**config.mk**
```make
export PLATFORM = sky130hd
export DESIGN_NAME = term_route_xbar
export DESIGN_NICKNAME = d
export VERILOG_FILES = /design/src/rtl/term_route_xbar.sv
export SDC_FILE = /design/constraint.sdc
export NUM_CORES = 1
export LEC_CHECK = 0
export BUFFER_PORTS_ARGS = -buffer_cell sky130_fd_sc_hd__buf_2
export CORE_ASPECT_RATIO = 0.5
export CORE_MARGIN = 2
export CORE_UTILIZATION = 55
export DETAILED_ROUTE_END_ITERATION = 16
export PLACE_DENSITY = 0.78
export SLEW_MARGIN = 20
export SYNTH_ARGS = -nofsm -noshare
export SYNTH_HDL_FRONTEND = slang
export SYNTH_SLANG_ARGS = --single-unit
```
**constraint.sdc**
```tcl
create_clock -name clk -period 3.5 [get_ports clk]
set_input_delay 0.7 -clock clk [delete_from_list [all_inputs] [get_ports clk]]
set_output_delay 0.7 -clock clk [all_outputs]
set_load 0.05 [all_outputs]
```
**src/rtl/term_route_xbar.sv**
```systemverilog
module term_route_xbar #(
  parameter int NT       = 16,
  parameter int SW       = 5,
  parameter int FPR      = 3,
  parameter int NSRC     = 16,
  parameter int ADDR_W   = 9,
  parameter int DW       = 16,
  parameter int DIR_ADDR = 'h172,
  parameter int SEL_BASE = 'h1D0
) (
  input  logic              clk,
  input  logic              rst_n,
  input  logic              wr_en,
  input  logic              rd_en,
  input  logic [ADDR_W-1:0] addr,
  input  logic [DW-1:0]     wdata,
  output logic [DW-1:0]     rdata,
  input  logic [NSRC-1:0]   src,
  input  logic [NT-1:0]     pad_i,
  output logic [NT-1:0]     pad_o,
  output logic [NT-1:0]     pad_oe,
  output logic [NT-1:0]     pad_rx
);
  localparam int NCODE = 1 << SW;
  localparam int NREG  = (NT + FPR - 1) / FPR;

  logic [NT-1:0]    dir_q;
  logic [SW-1:0]    sel_q [NT];
  logic [NCODE-1:0] src_all;
  logic [NT-1:0]    routed;
  logic [DW-1:0]    rd_word;
  logic             rd_hit;
  logic             dir_hit;

  assign src_all = NCODE'(src);
  assign dir_hit = (addr == ADDR_W'(DIR_ADDR));

  always_ff @(posedge clk or negedge rst_n)
    if (!rst_n) dir_q <= '0;
    else if (wr_en && dir_hit) dir_q <= wdata[NT-1:0];

  for (genvar t = 0; t < NT; t++) begin : g_term
    localparam int REG_A = SEL_BASE + 2 * (t / FPR);
    localparam int LSB   = SW * (t % FPR);

    always_ff @(posedge clk or negedge rst_n)
      if (!rst_n) sel_q[t] <= '0;
      else if (wr_en && addr == ADDR_W'(REG_A)) sel_q[t] <= wdata[LSB +: SW];

    assign routed[t] = src_all[sel_q[t]];
  end

  assign pad_oe = dir_q;
  assign pad_o  = routed & dir_q;
  assign pad_rx = pad_i & ~dir_q;

  always_comb begin
    rd_word = '0;
    rd_hit  = dir_hit;
    if (dir_hit) rd_word[NT-1:0] = dir_q;
    for (int t = 0; t < NT; t++) begin
      if (addr == ADDR_W'(SEL_BASE + 2 * (t / FPR))) begin
        rd_word[SW * (t % FPR) +: SW] = sel_q[t];
        rd_hit = 1'b1;
      end
    end
  end

  always_ff @(posedge clk or negedge rst_n)
    if (!rst_n) rdata <= '0;
    else if (rd_en) rdata <= rd_word;

  a_r2_dir_write: assert property (@(posedge clk) disable iff (!rst_n)
    (wr_en && addr == ADDR_W'(DIR_ADDR)) |=> (pad_oe == $past(wdata[NT-1:0])));

  a_r9_dir_stable: assert property (@(posedge clk) disable iff (!rst_n)
    !(wr_en && addr == ADDR_W'(DIR_ADDR)) |=> $stable(pad_oe));

  a_r7_unmapped_zero: assert property (@(posedge clk) disable iff (!rst_n)
    (rd_en && !rd_hit) |=> (rdata == '0));

  a_r6_last_rsv: assert property (@(posedge clk) disable iff (!rst_n)
    (rd_en && addr == ADDR_W'(SEL_BASE + 2 * (NREG - 1))) |=> (rdata[DW-1:SW] == '0));

  a_r8_rx_gated: assert property (@(posedge clk) disable iff (!rst_n)
    ((pad_rx & pad_oe) == '0) && ((pad_o & ~pad_oe) == '0));

  a_r7_rd_hold: assert property (@(posedge clk) disable iff (!rst_n)
    !rd_en |=> $stable(rdata));
endmodule

```
==> metrics.txt <==
# TYPE chip_impl_metric gauge
chip_impl_info{name="outcome",value="finished clean"} 1
chip_impl_metric{name="max_slew_margin",unit=""} 0.427
chip_impl_metric{name="postSynthNetCount",unit=""} 635
chip_impl_metric{name="synthesis.area",unit="sq mm"} 0.00772
chip_impl_metric{name="final_period_utilization",unit=""} 0.920
chip_impl_metric{name="die_height",unit="microns"} 87.8
chip_impl_metric{name="place_hpwl",unit="microns"} 17400
chip_impl_metric{name="detailedRoute.firstIterationViolations",unit=""} 732
chip_impl_info{name="start_kind",value="flop"} 1
chip_impl_metric{name="vdd_ir_drop_max",unit="mV"} 0.212
chip_impl_metric{name="preCtsSetupSlack",unit="ns"} 0.428
chip_impl_metric{name="postSynthAreaPerCell",unit="sq um"} 13.5
chip_impl_info{name="r2r_end",value="rdata[3]"} 1
chip_impl_info{name="cts_tree",value="built"} 1
chip_impl_metric{name="syn-instance-count",unit=""} 574
chip_impl_metric{name="drt_pass1_iterations",unit=""} 5
chip_impl_metric{name="die_x",unit="microns"} 172
chip_impl_metric{name="final_max_slew_viol_count",unit=""} 0
chip_impl_metric{name="p_leak",unit="nW"} 3.95
chip_impl_metric{name="rr_worst_depth",unit=""} 5
chip_impl_metric{name="area_added_between_synthesis_and_finish",unit="%"} 11.1
chip_impl_metric{name="die_area",unit="sq mm"} 0.0151
chip_impl_metric{name="globalplace.congestion",unit=""} 1.01
chip_impl_metric{name="timing.critical_path.required",unit="ns"} 2.80
chip_impl_metric{name="yosysUniqueCellTypes",unit=""} 48
chip_impl_info{name="timing.hold.worst.class",value="primary input to async pin"} 1
chip_impl_metric{name="grt_first_pass_wirelength",unit="microns"} 35900
chip_impl_info{name="commonest_non_fill_non_tap_cell_in_the_layout",value="sky130_fd_sc_hd__buf_2"} 1
chip_impl_metric{name="finalWorstSetupSlack",unit="ns"} 0.281
chip_impl_metric{name="fmax",unit="MHz"} 311
chip_impl_metric{name="tritoncts.num_buffers",unit=""} 9
chip_impl_metric{name="powerDensity",unit="mW/mm^2"} 341
chip_impl_metric{name="detailed_place.area",unit="sq mm"} 0.00828
chip_impl_metric{name="detail_route.wirelength",unit="microns"} 24200
chip_impl_metric{name="reg2reg_slack",unit="ns"} 2.14
chip_impl_metric{name="ys_async_sr_fraction",unit=""} 1.00
chip_impl_metric{name="synthDominantCellAreaShare",unit=""} 0.363
chip_impl_metric{name="grt_util_all_layers",unit=""} 0.332
chip_impl_metric{name="hold_buffer_count_at_cts",unit=""} 0
chip_impl_info{name="worst_setup_path_end",value="pad_o[14]"} 1
chip_impl_info{name="crit_type",value="flop to output pin"} 1
chip_impl_metric{name="num_vias",unit=""} 6025
chip_impl_metric{name="synth_edf_count",unit=""} 0
chip_impl_info{name="grt_setup_unrepaired",value="false"} 1
chip_impl_info{name="synth_top_area_cell",value="sky130_fd_sc_hd__dfrtp_1"} 1
chip_impl_metric{name="number_of_input_and_output_port_buffers_inserted",unit=""} 124
chip_impl_metric{name="viasPerCell",unit=""} 6.99
chip_impl_info{name="cp-startpoint",value="sel_q[5]"} 1
chip_impl_metric{name="flop_and_latch_count_out_of_synthesis",unit=""} 112
chip_impl_info{name="r2r_start",value="sel_q[63]"} 1
chip_impl_metric{name="io_pins",unit=""} 125
chip_impl_metric{name="initial_utilization",unit=""} 0.567
chip_impl_metric{name="worst-endpoint-arrival",unit="ns"} 2.52
chip_impl_metric{name="synth-seq-area-share",unit=""} 0.363
chip_impl_metric{name="fin_crit",unit="ns"} 3.22
chip_impl_metric{name="ff_latch_area",unit="sq mm"} 0.00280
chip_impl_metric{name="area_taken_by_multi_input_logic_gates",unit="sq mm"} 0.00448
chip_impl_metric{name="num_rows",unit=""} 30
chip_impl_metric{name="route.antenna.remaining_nets",unit=""} 0
chip_impl_metric{name="core_region_area",unit="sq mm"} 0.0136
chip_impl_metric{name="numClockSinks",unit=""} 112
chip_impl_metric{name="drt-wirelength-per-cell",unit="microns"} 28.1
chip_impl_metric{name="num-fill-cells",unit=""} 1030
chip_impl_metric{name="grt_pass1_vias",unit=""} 5758
chip_impl_metric{name="cts.path.max_buffers",unit=""} 2
chip_impl_metric{name="clkLatencyLatePin",unit="ns"} 0.36
chip_impl_info{name="end_kind",value="output pin"} 1
chip_impl_metric{name="timing_worst_slew_pin_value",unit="ns"} 0.857
chip_impl_metric{name="remaining_drc_errors",unit=""} 0
chip_impl_metric{name="post_cts_resize_count",unit=""} 0
chip_impl_metric{name="synthesis.yosys.warnings",unit=""} 0
chip_impl_metric{name="maximum_number_of_pins_on_one_net_before_global_route_repair",unit=""} 52
chip_impl_metric{name="antenna_found_initial",unit=""} 0
chip_impl_metric{name="finalHoldViolCount",unit=""} 0
chip_impl_metric{name="num-nets-final",unit=""} 726
chip_impl_metric{name="worst_clock_skew",unit="ns"} 0.0115
chip_impl_metric{name="max_cap_viol_count",unit=""} 0
chip_impl_metric{name="clkTransAtPathRegs",unit="ns"} 0.08
chip_impl_metric{name="final_layout_size_suffix_gt1_frac",unit=""} 0.436
chip_impl_metric{name="report.final.setup_viol",unit=""} 0
chip_impl_metric{name="timing.setup.tns",unit="ns"} 0
chip_impl_info{name="synth_ff_type",value="sky130_fd_sc_hd__dfrtp_1"} 1
chip_impl_info{name="final_cell_mix",value="sky130_fd_sc_hd__buf_2 (123), sky130_fd_sc_hd__dfrtp_1 (112), sky130_fd_sc_hd__mux2_2 (82), sky130_fd_sc_hd__mux4_2 (46), sky130_fd_sc_hd__mux4_1 (34)"} 1
chip_impl_info{name="cts_root_buffer",value="sky130_fd_sc_hd__clkbuf_16"} 1
chip_impl_metric{name="crit_fanout",unit=""} 6
chip_impl_info{name="netlist_top_cells_area",value="sky130_fd_sc_hd__dfrtp_1 (36%), sky130_fd_sc_hd__mux4_2 (13%), sky130_fd_sc_hd__mux2_2 (12%)"} 1
chip_impl_metric{name="diodes",unit=""} 0
chip_impl_metric{name="final_area",unit="sq mm"} 0.00857
chip_impl_metric{name="post-cts-setup-buffers",unit=""} 0
chip_impl_metric{name="gr-total-overflow",unit=""} 0
chip_impl_metric{name="clock_tree.htree_level_count",unit=""} 3
-- cell families after synthesis --
logic type / synth area share
buffers and inverters: 0.0569
AND/OR/NAND/NOR: 0.0878
multiplexers: 0.395
AO/OA/AOI/OAI: 0.0971
flip-flops: 0.363
-- worst min path at each step --
stage	from	end	slack, ns
2_1_floorplan	rst_n	pad_oe[0]	0.40
3_3_place_gp	rdata[7]	rdata[7]	0.47
3_5_place_dp	rdata[14]	rdata[14]	0.47
4_1_cts	rst_n	sel_q[6]	0.40
5_1_grt	rst_n	sel_q[6]	0.41
6_report	rst_n	sel_q[6]	0.37
-- report_power, final --
group | switching (mW) | internal [mW] | leakage [nW]
logic | 0.283 | 0.197 | 2.26
registers | 0.0597 | 1.33 | 1.54
clock network | 0.549 | 0.509 | 0.149
-- flip-flops by register name, indices dropped and copies added, names as in the netlist --
| signal | cells |
|---|---|
| pad_oe | 16 |
| rdata | 16 |
| sel_q | 80 |
-- worst max-delay path, stage by stage, from the launching register on --
cell and delay, ns:
sky130_fd_sc_hd__dfrtp_1 0.60, sky130_fd_sc_hd__mux4_1 0.63, sky130_fd_sc_hd__mux4_2 0.54, sky130_fd_sc_hd__and3b_1 0.18, sky130_fd_sc_hd__buf_2 0.20
-- cells in the mapped netlist, types with 2 or more instances --
| master | number |
|---|---|
| sky130_fd_sc_hd__inv_1 | 4 |
| sky130_fd_sc_hd__o22a_1 | 7 |
| sky130_fd_sc_hd__nor3_4 | 2 |
| sky130_fd_sc_hd__a22oi_1 | 5 |
| sky130_fd_sc_hd__clkbuf_1 | 9 |
| sky130_fd_sc_hd__nor2b_1 | 25 |
| sky130_fd_sc_hd__o22ai_1 | 4 |
| sky130_fd_sc_hd__buf_4 | 15 |
| sky130_fd_sc_hd__dfrtp_1 | 112 |
| sky130_fd_sc_hd__o2bb2ai_1 | 11 |
| sky130_fd_sc_hd__a22o_1 | 7 |
| sky130_fd_sc_hd__mux2_2 | 82 |
| sky130_fd_sc_hd__mux4_2 | 46 |
| sky130_fd_sc_hd__and3b_1 | 20 |
| sky130_fd_sc_hd__nand3_1 | 5 |
| sky130_fd_sc_hd__o21ai_0 | 28 |
| sky130_fd_sc_hd__and2_1 | 3 |
| sky130_fd_sc_hd__and3_1 | 4 |
| sky130_fd_sc_hd__nand2_1 | 11 |
| sky130_fd_sc_hd__a21oi_1 | 30 |
| sky130_fd_sc_hd__mux2_1 | 15 |
| sky130_fd_sc_hd__mux2i_1 | 3 |
| sky130_fd_sc_hd__o221ai_1 | 2 |
| sky130_fd_sc_hd__mux4_1 | 34 |
| sky130_fd_sc_hd__buf_6 | 16 |
| sky130_fd_sc_hd__nor3_1 | 2 |
| sky130_fd_sc_hd__nor2_1 | 14 |
| sky130_fd_sc_hd__nand4_1 | 2 |
| sky130_fd_sc_hd__a31oi_1 | 9 |
| sky130_fd_sc_hd__a2bb2oi_1 | 7 |
| sky130_fd_sc_hd__nand2b_1 | 6 |
| sky130_fd_sc_hd__buf_2 | 18 |
-- cell type report --
type / instances / area share
multi-input combinational: 398 / 0.522
sequential: 112 / 0.327
timing repair buffer: 139 / 0.0858
tap: 192 / 0.0280
clock buffer: 9 / 0.0263
clock inverter: 7 / 0.00846
inverter: 5 / 0.00219
-- through the flow --
| step | instances | total power, mW | utilization | hold WS (ns) |
|---|---|---|---|---|
| after floorplan | 574 | 1.72 | - | 0.404 |
| after global placement | 846 | 1.87 | 0.607 | 0.468 |
| after detailed placement | 846 | 1.88 | 0.607 | 0.470 |
| after CTS | 862 | 2.91 | 0.629 | 0.398 |
| after global routing | 862 | 3.00 | 0.629 | 0.415 |
| final | 862 | 2.92 | 0.629 | 0.373 |
-- per-layer routing --
| metal | track usage | wire length [microns] | up-vias |
|---|---|---|---|
| met5 | 0.00932 | 0 | - |
| met4 | 0.0809 | 435 | 0 |
| met3 | 0.118 | 3550 | 44 |
| met2 | 0.483 | 10400 | 479 |
| met1 | 0.481 | 9830 | 3040 |
| li1 | - | - | 2462 |
(Power assumes the default switching activity.)
